`src/rtl/dstfilt_pkg.sv`:
```
package dstfilt_pkg;

  localparam int ADDR_BYTES = 6;
  localparam int CNT_W = $clog2(ADDR_BYTES + 1);
  localparam logic [31:0] CRC_POLY = 32'h04C11DB7;

  // Strobes from control to datapath for one address byte.
  typedef struct packed {
    logic take;                // a byte is consumed this cycle
    logic first;               // it is byte 0: preset running state
    logic last;                // it is the final byte: register verdict
    logic [CNT_W-1:0] idx;     // byte position within the address
  } strobe_t;

  // One byte through the CRC register, bit 0 of the byte first.
  function automatic logic [31:0] crcStep(input logic [31:0] cIn, input logic [7:0] b);
    logic [31:0] c;
    logic fb;
    c = cIn;
    for (int i = 0; i < 8; i++) begin
      fb = c[31] ^ b[i];
      c = {c[30:0], 1'b0};
      if (fb) c = c ^ CRC_POLY;
    end
    return c;
  endfunction

endpackage

```
`src/rtl/dstfilt_ctrl.sv`:
```
module dstfilt_ctrl
  import dstfilt_pkg::*;
(
  input  logic    clk,
  input  logic    rstN,
  input  logic    dstValid,
  input  logic    dstStart,
  output strobe_t stb,
  output logic    decValid
);

  logic             busy;
  logic [CNT_W-1:0] cnt;
  logic [CNT_W-1:0] curIdx;

  always_comb begin
    stb    = '0;
    curIdx = dstStart ? '0 : cnt;
    if (dstValid && (dstStart || busy)) begin
      stb.take  = 1'b1;
      stb.first = dstStart;
      stb.idx   = curIdx;
      stb.last  = (curIdx == CNT_W'(ADDR_BYTES - 1));
    end
  end

  always_ff @(posedge clk) begin
    if (!rstN) begin
      busy     <= 1'b0;
      cnt      <= '0;
      decValid <= 1'b0;
    end else begin
      decValid <= stb.last;
      if (stb.take) begin
        if (stb.last) begin
          busy <= 1'b0;
          cnt  <= '0;
        end else begin
          busy <= 1'b1;
          cnt  <= curIdx + 1'b1;
        end
      end
    end
  end

endmodule

```
`src/rtl/dstfilt_datapath.sv`:
```
module dstfilt_datapath
  import dstfilt_pkg::*;
#(
  parameter int HASH_IDX_W = 6
) (
  input  logic                           clk,
  input  logic                           rstN,
  input  strobe_t                        stb,
  input  logic [7:0]                     dstByte,
  input  logic [31:0]                    stationLo,
  input  logic [15:0]                    stationHi,
  input  logic [(1<<(HASH_IDX_W-1))-1:0] hashLo,
  input  logic [(1<<(HASH_IDX_W-1))-1:0] hashHi,
  input  logic                           promiscEn,
  input  logic                           bcastReject,
  output logic                           decAccept
);

  localparam int HASH_HALF = 1 << (HASH_IDX_W - 1);
  localparam int HASH_BITS = 2 * HASH_HALF;

  logic [47:0]           station48;
  logic [7:0]            stationByte [ADDR_BYTES];
  logic [7:0]            stationSel;
  logic [HASH_BITS-1:0]  hashVec;
  logic [HASH_IDX_W-1:0] hashIdx;
  logic                  hashHit;

  logic [31:0] crcReg, crcNext;
  logic        matchReg, matchNext;
  logic        bcastReg, bcastNext;
  logic        mcastReg, mcastNext;
  logic        verdict;

  assign station48 = {stationHi, stationLo};
  assign hashVec   = {hashHi, hashLo};

  // Byte k of the station address, byte 0 in the top octet.
  for (genvar k = 0; k < ADDR_BYTES; k++) begin : g_stationByte
    assign stationByte[k] = station48[8*(ADDR_BYTES-1-k) +: 8];
  end

  always_comb begin
    stationSel = '0;
    for (int k = 0; k < ADDR_BYTES; k++)
      if (stb.idx == CNT_W'(k)) stationSel = stationByte[k];
  end

  always_comb begin
    crcNext   = crcStep(stb.first ? 32'hFFFF_FFFF : crcReg, dstByte);
    matchNext = (stb.first ? 1'b1 : matchReg) && (dstByte == stationSel);
    bcastNext = (stb.first ? 1'b1 : bcastReg) && (dstByte == 8'hFF);
    mcastNext = stb.first ? dstByte[0] : mcastReg;
    hashIdx   = crcNext[31 -: HASH_IDX_W];
    hashHit   = hashVec[hashIdx];
    if (promiscEn)      verdict = 1'b1;
    else if (bcastNext) verdict = !bcastReject;
    else if (mcastNext) verdict = hashHit;
    else                verdict = matchNext;
  end

  always_ff @(posedge clk) begin
    if (!rstN) begin
      crcReg    <= '1;
      matchReg  <= 1'b0;
      bcastReg  <= 1'b0;
      mcastReg  <= 1'b0;
      decAccept <= 1'b0;
    end else begin
      if (stb.take) begin
        crcReg   <= crcNext;
        matchReg <= matchNext;
        bcastReg <= bcastNext;
        mcastReg <= mcastNext;
      end
      decAccept <= stb.last && verdict;
    end
  end

endmodule

```
`src/rtl/dstfilt_top.sv`:
```
module dstfilt_top
  import dstfilt_pkg::*;
#(
  parameter int HASH_IDX_W = 6
) (
  input  logic                           clk,
  input  logic                           rstN,
  input  logic                           dstValid,
  input  logic                           dstStart,
  input  logic [7:0]                     dstByte,
  input  logic [31:0]                    stationLo,
  input  logic [15:0]                    stationHi,
  input  logic [(1<<(HASH_IDX_W-1))-1:0] hashLo,
  input  logic [(1<<(HASH_IDX_W-1))-1:0] hashHi,
  input  logic                           promiscEn,
  input  logic                           bcastReject,
  output logic                           decValid,
  output logic                           decAccept
);

  strobe_t stb;

  dstfilt_ctrl ctrl_i (
    .clk      (clk),
    .rstN     (rstN),
    .dstValid (dstValid),
    .dstStart (dstStart),
    .stb      (stb),
    .decValid (decValid)
  );

  dstfilt_datapath #(.HASH_IDX_W(HASH_IDX_W)) dp_i (
    .clk         (clk),
    .rstN        (rstN),
    .stb         (stb),
    .dstByte     (dstByte),
    .stationLo   (stationLo),
    .stationHi   (stationHi),
    .hashLo      (hashLo),
    .hashHi      (hashHi),
    .promiscEn   (promiscEn),
    .bcastReject (bcastReject),
    .decAccept   (decAccept)
  );

endmodule

```
`config.mk`:
```
export PLATFORM = sky130hd
export DESIGN_NAME = dstfilt_top
export DESIGN_NICKNAME = d
export VERILOG_FILES = /design/src/rtl/dstfilt_pkg.sv /design/src/rtl/dstfilt_ctrl.sv /design/src/rtl/dstfilt_datapath.sv /design/src/rtl/dstfilt_top.sv
export SDC_FILE = /design/constraint.sdc
export NUM_CORES = 1
export LEC_CHECK = 0
export ABC_AREA = 0
export BUFFER_PORTS_ARGS = -buffer_cell sky130_fd_sc_hd__buf_2
export CORE_MARGIN = 4
export CORE_UTILIZATION = 50
export CTS_BUF_LIST = sky130_fd_sc_hd__clkbuf_8
export DETAILED_ROUTE_END_ITERATION = 10
export GPL_ROUTABILITY_DRIVEN = 0
export PLACE_DENSITY = 0.89
export SYNTH_ARGS = -nofsm -noshare
export SYNTH_HDL_FRONTEND = slang
export SYNTH_HIERARCHICAL = 1
export SYNTH_SLANG_ARGS = --single-unit
export TNS_END_PERCENT = 20
```
`constraint.sdc`:
```
create_clock -name clk -period 4 [get_ports clk]
set_input_delay 0.8 -clock clk [delete_from_list [all_inputs] [get_ports clk]]
set_output_delay 0.8 -clock clk [all_outputs]
set_load 0.03 [all_outputs]
```
==> results of run 1 <==
layer usage:
layer / track usage (%) / share of wire [%] / vias to the layer above
met5: 0 / 0 / -
met4: 9.83 / 2.8 / 0
met3: 3.83 / 8.3 / 28
met2: 41.4 / 49 / 174
met1: 26.7 / 40 / 1759
li1: - / - / 1804
sequential cells by signal (all words and copies together), names as in the netlist:
signal,flops
dp_i/bcastReg,1
dp_i/matchReg,1
dp_i/crcReg,32
ctrl_i/cnt,3
dp_i/decAccept,1
ctrl_i/decValid,1
ctrl_i/busy,1
dp_i/mcastReg,1
final timing paths:
kind	startpoint	end	slack [ps]	cells after the start
setup / recovery	dstStart	dp_i/crcReg[9]$_SDFFE_PN1P_	540	13
hold / removal	dp_i/crcReg[7]$_SDFFE_PN1P_	dp_i/crcReg[7]$_SDFFE_PN1P_	480	2
setup reg to reg	dp_i/crcReg[27]$_SDFFE_PN1P_	dp_i/decAccept$_SDFF_PN0_	960	9
hold reg to reg	dp_i/crcReg[7]$_SDFFE_PN1P_	dp_i/crcReg[7]$_SDFFE_PN1P_	480	2
synthesized netlist by cell type (4+ instances only):
library cell / count
sky130_fd_sc_hd__buf_2: 11
sky130_fd_sc_hd__a22oi_1: 7
sky130_fd_sc_hd__mux2i_1: 28
sky130_fd_sc_hd__o21ai_0: 34
sky130_fd_sc_hd__mux2_2: 12
sky130_fd_sc_hd__xor2_1: 25
sky130_fd_sc_hd__xnor2_1: 60
sky130_fd_sc_hd__nor2_1: 46
sky130_fd_sc_hd__nand2_1: 64
sky130_fd_sc_hd__a21oi_1: 5
sky130_fd_sc_hd__nor2b_1: 7
sky130_fd_sc_hd__o21ai_1: 4
sky130_fd_sc_hd__xnor2_2: 8
sky130_fd_sc_hd__nand3_1: 9
sky130_fd_sc_hd__mux4_2: 11
sky130_fd_sc_hd__inv_1: 6
sky130_fd_sc_hd__buf_1: 8
sky130_fd_sc_hd__dfxtp_1: 41
sky130_fd_sc_hd__a211oi_1: 4
sky130_fd_sc_hd__clkbuf_1: 9
sky130_fd_sc_hd__nand2b_1: 4
layout make-up:
type	instances	area, um2
Clock buffer	6	82.6
Timing Repair Buffer	146	778
Fill cell	627	2690
Clock inverter	1	3.75
Tap cell	99	124
Sequential cell	41	821
Inverter	7	26.3
Multi-Input combinational cell	377	2850
cell families (layout without fill, tap and decap cells):
kind of cell,Yosys count,count (layout)
adder cells (fa/ha/maj),2,2
flip-flops,41,41
AO/OA/AOI/OAI,76,76
AND/OR/NAND/NOR,151,151
XOR/XNOR,97,97
multiplexers,51,51
buffers and inverters,39,160
power by group through the flow:
stage / clock network, mW / registers, mW / logic, mW
6_report: 0.273 / 0.552 / 1.65
3_3_place_gp: 0 / 0.555 / 1.58
3_5_place_dp: 0 / 0.561 / 1.64
5_1_grt: 0.292 / 0.563 / 1.81
4_1_cts: 0.278 / 0.551 / 1.65
2_1_floorplan: 0 / 0.534 / 1.34
worst reg2reg max path: cells and delay by family (launching register included):
kind | cells | cell delay, ps
xor+xnor | 3 | 730
compound gates | 2 | 350
buf+inv | 1 | 320
simple gates | 1 | 200
mux | 2 | 810
flops | 1 | 520
stage by stage:
stage,setup slack [ps],instance area (um2),util [%]
3_3_place_gp,470,4600,62.4
5_1_grt,392,4680,63.5
2_1_floorplan,783,3850,-
6_report,537,4680,63.5
4_1_cts,628,4680,63.5
3_5_place_dp,355,4600,62.4
==> summary.log, run 1 <==
[logic_synthesis] combinational family with the most area after synthesis XOR/XNOR gates
[logic_synthesis] mean instance size in the synthesized netlist 8.44 um2
[global_route] initial antenna violation count 0
[sta] unrepaired setup endpoints after global routing no
[flow_run] Max Cap Violations 0
[power_and_ir_drop] register share of total power 22.3%
[drt] 1st-pass router iterations 5
[clock_network] clk sinks 41
[clock_network] deepest clock path buffer count 2
[power_and_ir_drop] PnR Total Power 2.48 mW
[logic_synthesis] post-synthesis compound-gate area fraction 13.3%
[clock_network] Post-CTS Hold Fix Bufs 0
[logic_synthesis] share of synthesized area occupied by flip-flops and latches 21.3%
[clock_network] clk slew on worst S/H paths 80 ps
[logic_synthesis] number of distinct library cell variants in the gate-level netlist after synthesis 56
[global_route] number of global-route vias before repair 3770
[power_and_ir_drop] switch share 42.0%
[logic_synthesis] top-area cell type share of the netlist area 21.3%
[finish] fraction of final layout cells sized beyond drive strength 1 33.9%
[clock_network] library cell used as clock root buffer sky130_fd_sc_hd__clkbuf_8
[logic_synthesis] adder-cell share of the synthesized area 0.649%
[power_and_ir_drop] relative contribution of combinational cells to total power 66.7%
[power_and_ir_drop] net switching power figure 1.04 mW
[logic_synthesis] main area contributors after synthesis sky130_fd_sc_hd__dfxtp_1, sky130_fd_sc_hd__xnor2_1, sky130_fd_sc_hd__mux2i_1
[sta] Final Cycle Share 86.6%
[drt] drt initial violations 244
[clock_network] clock insertion delay at the later pin of the skew report 300 ps
[setup_path] Crit path largest cell delay 520 ps
[logic_synthesis] Post-Syn Area 3850 um2
[power_and_ir_drop] Pwr Density 529 nW/um2
[setup_path] Largest delay share family, worst path XOR/XNOR gates
[clock_network] TritonCTS buffer count 5
[logic_synthesis] #FFs+latches synth 41
[setup_path] sort of element at the start of the critical path primary input
[finish] layout-stage area growth over the synthesis result 21.5%
[setup_path] WP data arrival 3610 ps
[setup_path] Bufs and invs on worst path 3
[power_and_ir_drop] internal portion of total power 1.44 mW
[drt] detailed-route wire length per cell 15.4 um
[clock_network] post_cts resized 0
[setup_path] cell chain of the critical path buf_2 > and2_1 > buf_4 > nor2_1 > xnor2_1 > xnor2_1 > buf_4 > xor2_1 > xnor2_1 > xor2_1 > nand2_1 > o21ai_1 > nand2_1
[floorplan] Die Footprint 9180 um2
[global_route] GRT Resource Usage Total 23.0%
[logic_synthesis] net count after synthesis 585
[drt] Routed WL 10.4 mm
[floorplan] Initial Utilization 52.3%
[finish] leading cell types in the layout, fill and taps excluded sky130_fd_sc_hd__buf_2, sky130_fd_sc_hd__nand2_1, sky130_fd_sc_hd__xnor2_1, sky130_fd_sc_hd__nor2_1, sky130_fd_sc_hd__dfxtp_1
[logic_synthesis] cell taking the most area after synthesis sky130_fd_sc_hd__dfxtp_1
[logic_synthesis] count of mapped cells out of synthesis 457
[floorplan] Horiz. Die Dim 95.8 um
[finish] Final Instance Count excl. Fillers 677
[run_status] result of the run finished clean
[sta] largest clock skew in the final design 11.1 ps
[finish] number of nets in the finished design 706
[floorplan] vertical die dimension 95.8 um
[hold_path] min-delay worst type register to register
[logic_synthesis] number of warnings issued by yosys 6
[floorplan] Rows 31
[sta] final-layout setup total negative slack 0 ps
[drt] vias per inst 5.56
[place] detailed-placement wirelength estimate 8.27 mm
[sta] worst-margin pin slew 707 ps
[place] count of input and output buffers 127
[logic_synthesis] number of synthesized flops with an enable pin 0
[sta] final number of setup-violating endpoints 0
[floorplan] Core Region 7370 um2
[global_route] GR Overflow Total 0
[logic_synthesis] parity-gate share of the synthesized area counting xor and xnor cells 25.2%
[sta] number of pins with negative max-slew slack in the final report 0
[place] post-placement cell count 670
[finish] Ant. Diodes 0
[sta] time the worst path needs with I/O delays and setup 3460 ps
[floorplan] I/O Pins 128
[sta] Slew Limit Headroom 52.8%
[drt] Post-route DRC 0
[logic_synthesis] post-synthesis share of cell area spent on and, or, nand and nor gates 17.5%
[clock_network] Max H-tree Level 2
[power_and_ir_drop] leakage 2.02 nW
[setup_path] cell mode on critical path sky130_fd_sc_hd__xnor2_1
[power_and_ir_drop] Worst VDD drop 0.000212 V
[setup_path] maximum fanout count along the critical path 14
[finish] most common cell after layout, fill and taps aside sky130_fd_sc_hd__buf_2
[clock_network] post-CTS setup buffer count 0
[logic_synthesis] share of synthesized area spent on multiplexers 17.2%
[setup_path] slowest cell on the critical path sky130_fd_sc_hd__xor2_1
[logic_synthesis] fraction of synthesis flops using an asynchronous set or reset pin 0%
[sta] Max Freq 289 MHz
[setup_path] required time of the worst setup path 4150 ps
[sta] Hold WS 479 ps
[power_and_ir_drop] clock network fraction of design power 11.0%
[logic_synthesis] commonest register cell after synthesis sky130_fd_sc_hd__dfxtp_1
[clock_network] CTS tree done
[global_route] wire length of the first global-routing pass 17.0 mm
[setup_path] critical path start-end classification primary input to register
[drt] count of nets left with antenna violations after detail routing 0
[setup_path] Crit. End Element register
[drt] vias after detailed routing 3765
[sta] number of hold violations in the final report 0
[global_route] maximum number of pins on one net before global-route repair 64
Power figures use the tool's default switching activity.
==> run 2: changes to the inputs <==
--- a/config.mk
+++ b/config.mk
@@ -9,7 +9,6 @@
 export BUFFER_PORTS_ARGS = -buffer_cell sky130_fd_sc_hd__buf_2
 export CORE_MARGIN = 4
 export CORE_UTILIZATION = 50
-export CTS_BUF_LIST = sky130_fd_sc_hd__clkbuf_8
 export DETAILED_ROUTE_END_ITERATION = 10
 export GPL_ROUTABILITY_DRIVEN = 0
 export PLACE_DENSITY = 0.89
==> run 2 against run 1 <==
Design area unchanged. Via count unchanged. Fmax up 0.79%. Setup slack better by 27 ps. Combinational power about the same. Count of clock-buffer cells in the layout up 1. Wire length about the same. Sequential power about the same. Global-route usage unchanged. Largest cell class unchanged. Highest routed layer unchanged.
==> summary.log, run 2 (same netlist as run 1, synthesis figures left out) <==
[drt] count of nets left with antenna violations after detail routing 0 [unchanged]
[finish] layout-stage area growth over the synthesis result 21.5% [unchanged]
[drt] 1st-pass router iterations 5 [unchanged]
[setup_path] origin of the critical flop-to-flop path dp_i/crcReg[27]$_SDFFE_PN1P_
[hold_path] Worst Hold Depth 2 [unchanged]
[clock_network] clk sinks 41 [unchanged]
[finish] number of nets in the finished design 706 [unchanged]
[sta] final number of setup-violating endpoints 0 [unchanged]
[drt] detailed-route wire length per cell 15.4 um [about the same]
[power_and_ir_drop] Worst VDD drop 0.000213 V [+0.32%]
[floorplan] Rows 31 [unchanged]
[clock_network] library cell used as clock root buffer sky130_fd_sc_hd__clkbuf_8
[finish] Reg area 821 um2 [unchanged]
[global_route] GR Overflow Total 0 [unchanged]
[finish] Multi-input gate area 2850 um2 [unchanged]
[setup_path] maximum fanout count along the critical path 14 [unchanged]
[floorplan] Horiz. Die Dim 95.8 um [unchanged]
[setup_path] required time of the worst setup path 4150 ps [about the same]
[clock_network] clk slew on worst S/H paths 80 ps [about the same]
[place] count of input and output buffers 127 [unchanged]
[hold_path] start point of the worst hold path dp_i/crcReg[7]$_SDFFE_PN1P_
[sta] largest clock skew in the final design 11.2 ps [+0.0572 ps]
[drt] vias after detailed routing 3765 [unchanged]
[hold_path] terminating pin of the worst hold path dp_i/crcReg[7]$_SDFFE_PN1P_
[sta] Final Cycle Share 85.9% [-0.68 points]
[power_and_ir_drop] leakage 2.02 nW [-0.21%]
[drt] Post-route DRC 0 [unchanged]
[drt] vias per inst 5.56 [unchanged]
[sta] time the worst path needs with I/O delays and setup 3440 ps [-27.2 ps]
[setup_path] Crit. End Element register
[clock_network] post-CTS setup buffer count 0 [unchanged]
[global_route] GRT Resource Usage Total 23.0% [unchanged]
[drt] drt initial violations 239 [-2.0%]
[finish] Ant. Diodes 0 [unchanged]
[finish] final standard cell utilization of the core 63.5% [unchanged]
[drt] Routed WL 10.4 mm [about the same]
[clock_network] clock insertion delay at the later pin of the skew report 300 ps [about the same]
[finish] register with the highest flop count dp_i/crcReg
[finish] leading registers by flop count dp_i/crcReg x32, ctrl_i/cnt x3
[power_and_ir_drop] Pwr Density 529 nW/um2 [about the same]
[setup_path] WP data arrival 3590 ps [-20 ps]
[floorplan] vertical die dimension 95.8 um [unchanged]
[floorplan] Die Footprint 9180 um2 [unchanged]
[sta] Slew Limit Headroom 52.4% [-0.47 points]
[sta] number of pins with negative max-slew slack in the final report 0 [unchanged]
[setup_path] sort of element at the start of the critical path primary input
[finish] max reg flops 32 [unchanged]
[finish] Final Instance Count excl. Fillers 677 [unchanged]
[clock_network] Post-CTS Hold Fix Bufs 0 [unchanged]
[sta] Max Freq 291 MHz [+0.79%]
[setup_path] critical path start-end classification primary input to register
[floorplan] I/O Pins 128 [unchanged]
[setup_path] setup slack, reg-to-reg 970 ps [about the same]
[global_route] maximum number of pins on one net before global-route repair 64 [unchanged]
[clock_network] post_cts resized 0 [unchanged]
[run_status] result of the run finished clean
[sta] final-layout setup total negative slack 0 ps [unchanged]
[global_route] number of global-route vias before repair 3770 [unchanged]
[sta] worst-margin pin slew 714 ps [+7.07 ps]
[place] detailed-placement wirelength estimate 8.27 mm [unchanged]
[clock_network] CTS tree done
[setup_path] r2r endpoint dp_i/decAccept$_SDFF_PN0_
[finish] fraction of final layout cells sized beyond drive strength 1 33.9% [unchanged]
[clock_network] deepest clock path buffer count 2 [unchanged]
[sta] unrepaired setup endpoints after global routing no
[floorplan] Core Region 7370 um2 [unchanged]
[finish] fill cell total of the finished layout 627 [unchanged]
[finish] leading cell types in the layout, fill and taps excluded sky130_fd_sc_hd__buf_2, sky130_fd_sc_hd__nand2_1, sky130_fd_sc_hd__xnor2_1, sky130_fd_sc_hd__nor2_1, sky130_fd_sc_hd__dfxtp_1
[global_route] initial antenna violation count 0 [unchanged]
[flow_run] Max Cap Violations 0 [unchanged]
[setup_path] count of cells along the worst register-to-register path 9 [unchanged]
[clock_network] TritonCTS buffer count 5 [unchanged]
[global_route] wire length of the first global-routing pass 17.0 mm [unchanged]
[finish] most common cell after layout, fill and taps aside sky130_fd_sc_hd__buf_2
[sta] number of hold violations in the final report 0 [unchanged]
[place] post-placement cell count 670 [unchanged]
[sta] Hold WS 479 ps [-0.298 ps]
[floorplan] Initial Utilization 52.3% [unchanged]
[hold_path] min-delay worst type register to register
[clock_network] Max H-tree Level 2 [unchanged]
-- run 2: per-stage QoR --
| step | area, um2 | total power, mW | setup WS [ps] |
|---|---|---|---|
| 5_1_grt | 4680 | 2.67 | 392 |
| 6_report | 4680 | 2.48 | 564 |
| 2_1_floorplan | 3850 | 1.87 | 783 |
| 4_1_cts | 4680 | 2.48 | 628 |
| 3_3_place_gp | 4600 | 2.13 | 470 |
| 3_5_place_dp | 4600 | 2.20 | 355 |
-- run 2: how the worst max path moves through the flow --
stage / slack [ps] / start / end / cells past startpoint
3_5_place_dp: 350 / dstStart / dp_i/decAccept$_SDFF_PN0_ / 11
3_3_place_gp: 470 / dstStart / dp_i/decAccept$_SDFF_PN0_ / 12
6_report: 560 / dstStart / dp_i/crcReg[9]$_SDFFE_PN1P_ / 13
5_1_grt: 390 / dstStart / dp_i/crcReg[12]$_SDFFE_PN1P_ / 13
2_1_floorplan: 780 / dstStart / dp_i/decAccept$_SDFF_PN0_ / 12
4_1_cts: 630 / dstStart / dp_i/crcReg[9]$_SDFFE_PN1P_ / 13
-- run 2: critical path, stage by stage --
cell	delay (ps)
sky130_fd_sc_hd__buf_2	130
sky130_fd_sc_hd__and2_1	390
sky130_fd_sc_hd__buf_4	280
sky130_fd_sc_hd__nor2_1	80
sky130_fd_sc_hd__xnor2_1	290
sky130_fd_sc_hd__xnor2_1	200
sky130_fd_sc_hd__buf_4	190
sky130_fd_sc_hd__xor2_1	520
sky130_fd_sc_hd__xnor2_1	250
sky130_fd_sc_hd__xor2_1	220
sky130_fd_sc_hd__nand2_1	70
sky130_fd_sc_hd__o21ai_1	100
sky130_fd_sc_hd__nand2_1	60
-- run 2: layout make-up --
type	count	area share, %
repair buffers	146	16.6
clock buffers	7	1.84
multi-input cells	377	60.8
flip-flops and latches	41	17.5
well taps	99	2.64
inverters	7	0.561
-- run 2: routing by layer --
layer	wire length [um]	vias up	global-route usage [%]
met5	0	-	0
met4	294	0	9.83
met3	927	28	3.83
met2	5060	189	41.4
met1	4160	1741	26.7
li1	-	1807	-
-- run 2: report_power, final --
part           leakage [nW]  switching [mW]  internal, mW
Combinational          1.64           0.837         0.815
Sequential            0.337          0.0642         0.488
Clock                0.0443           0.138         0.137
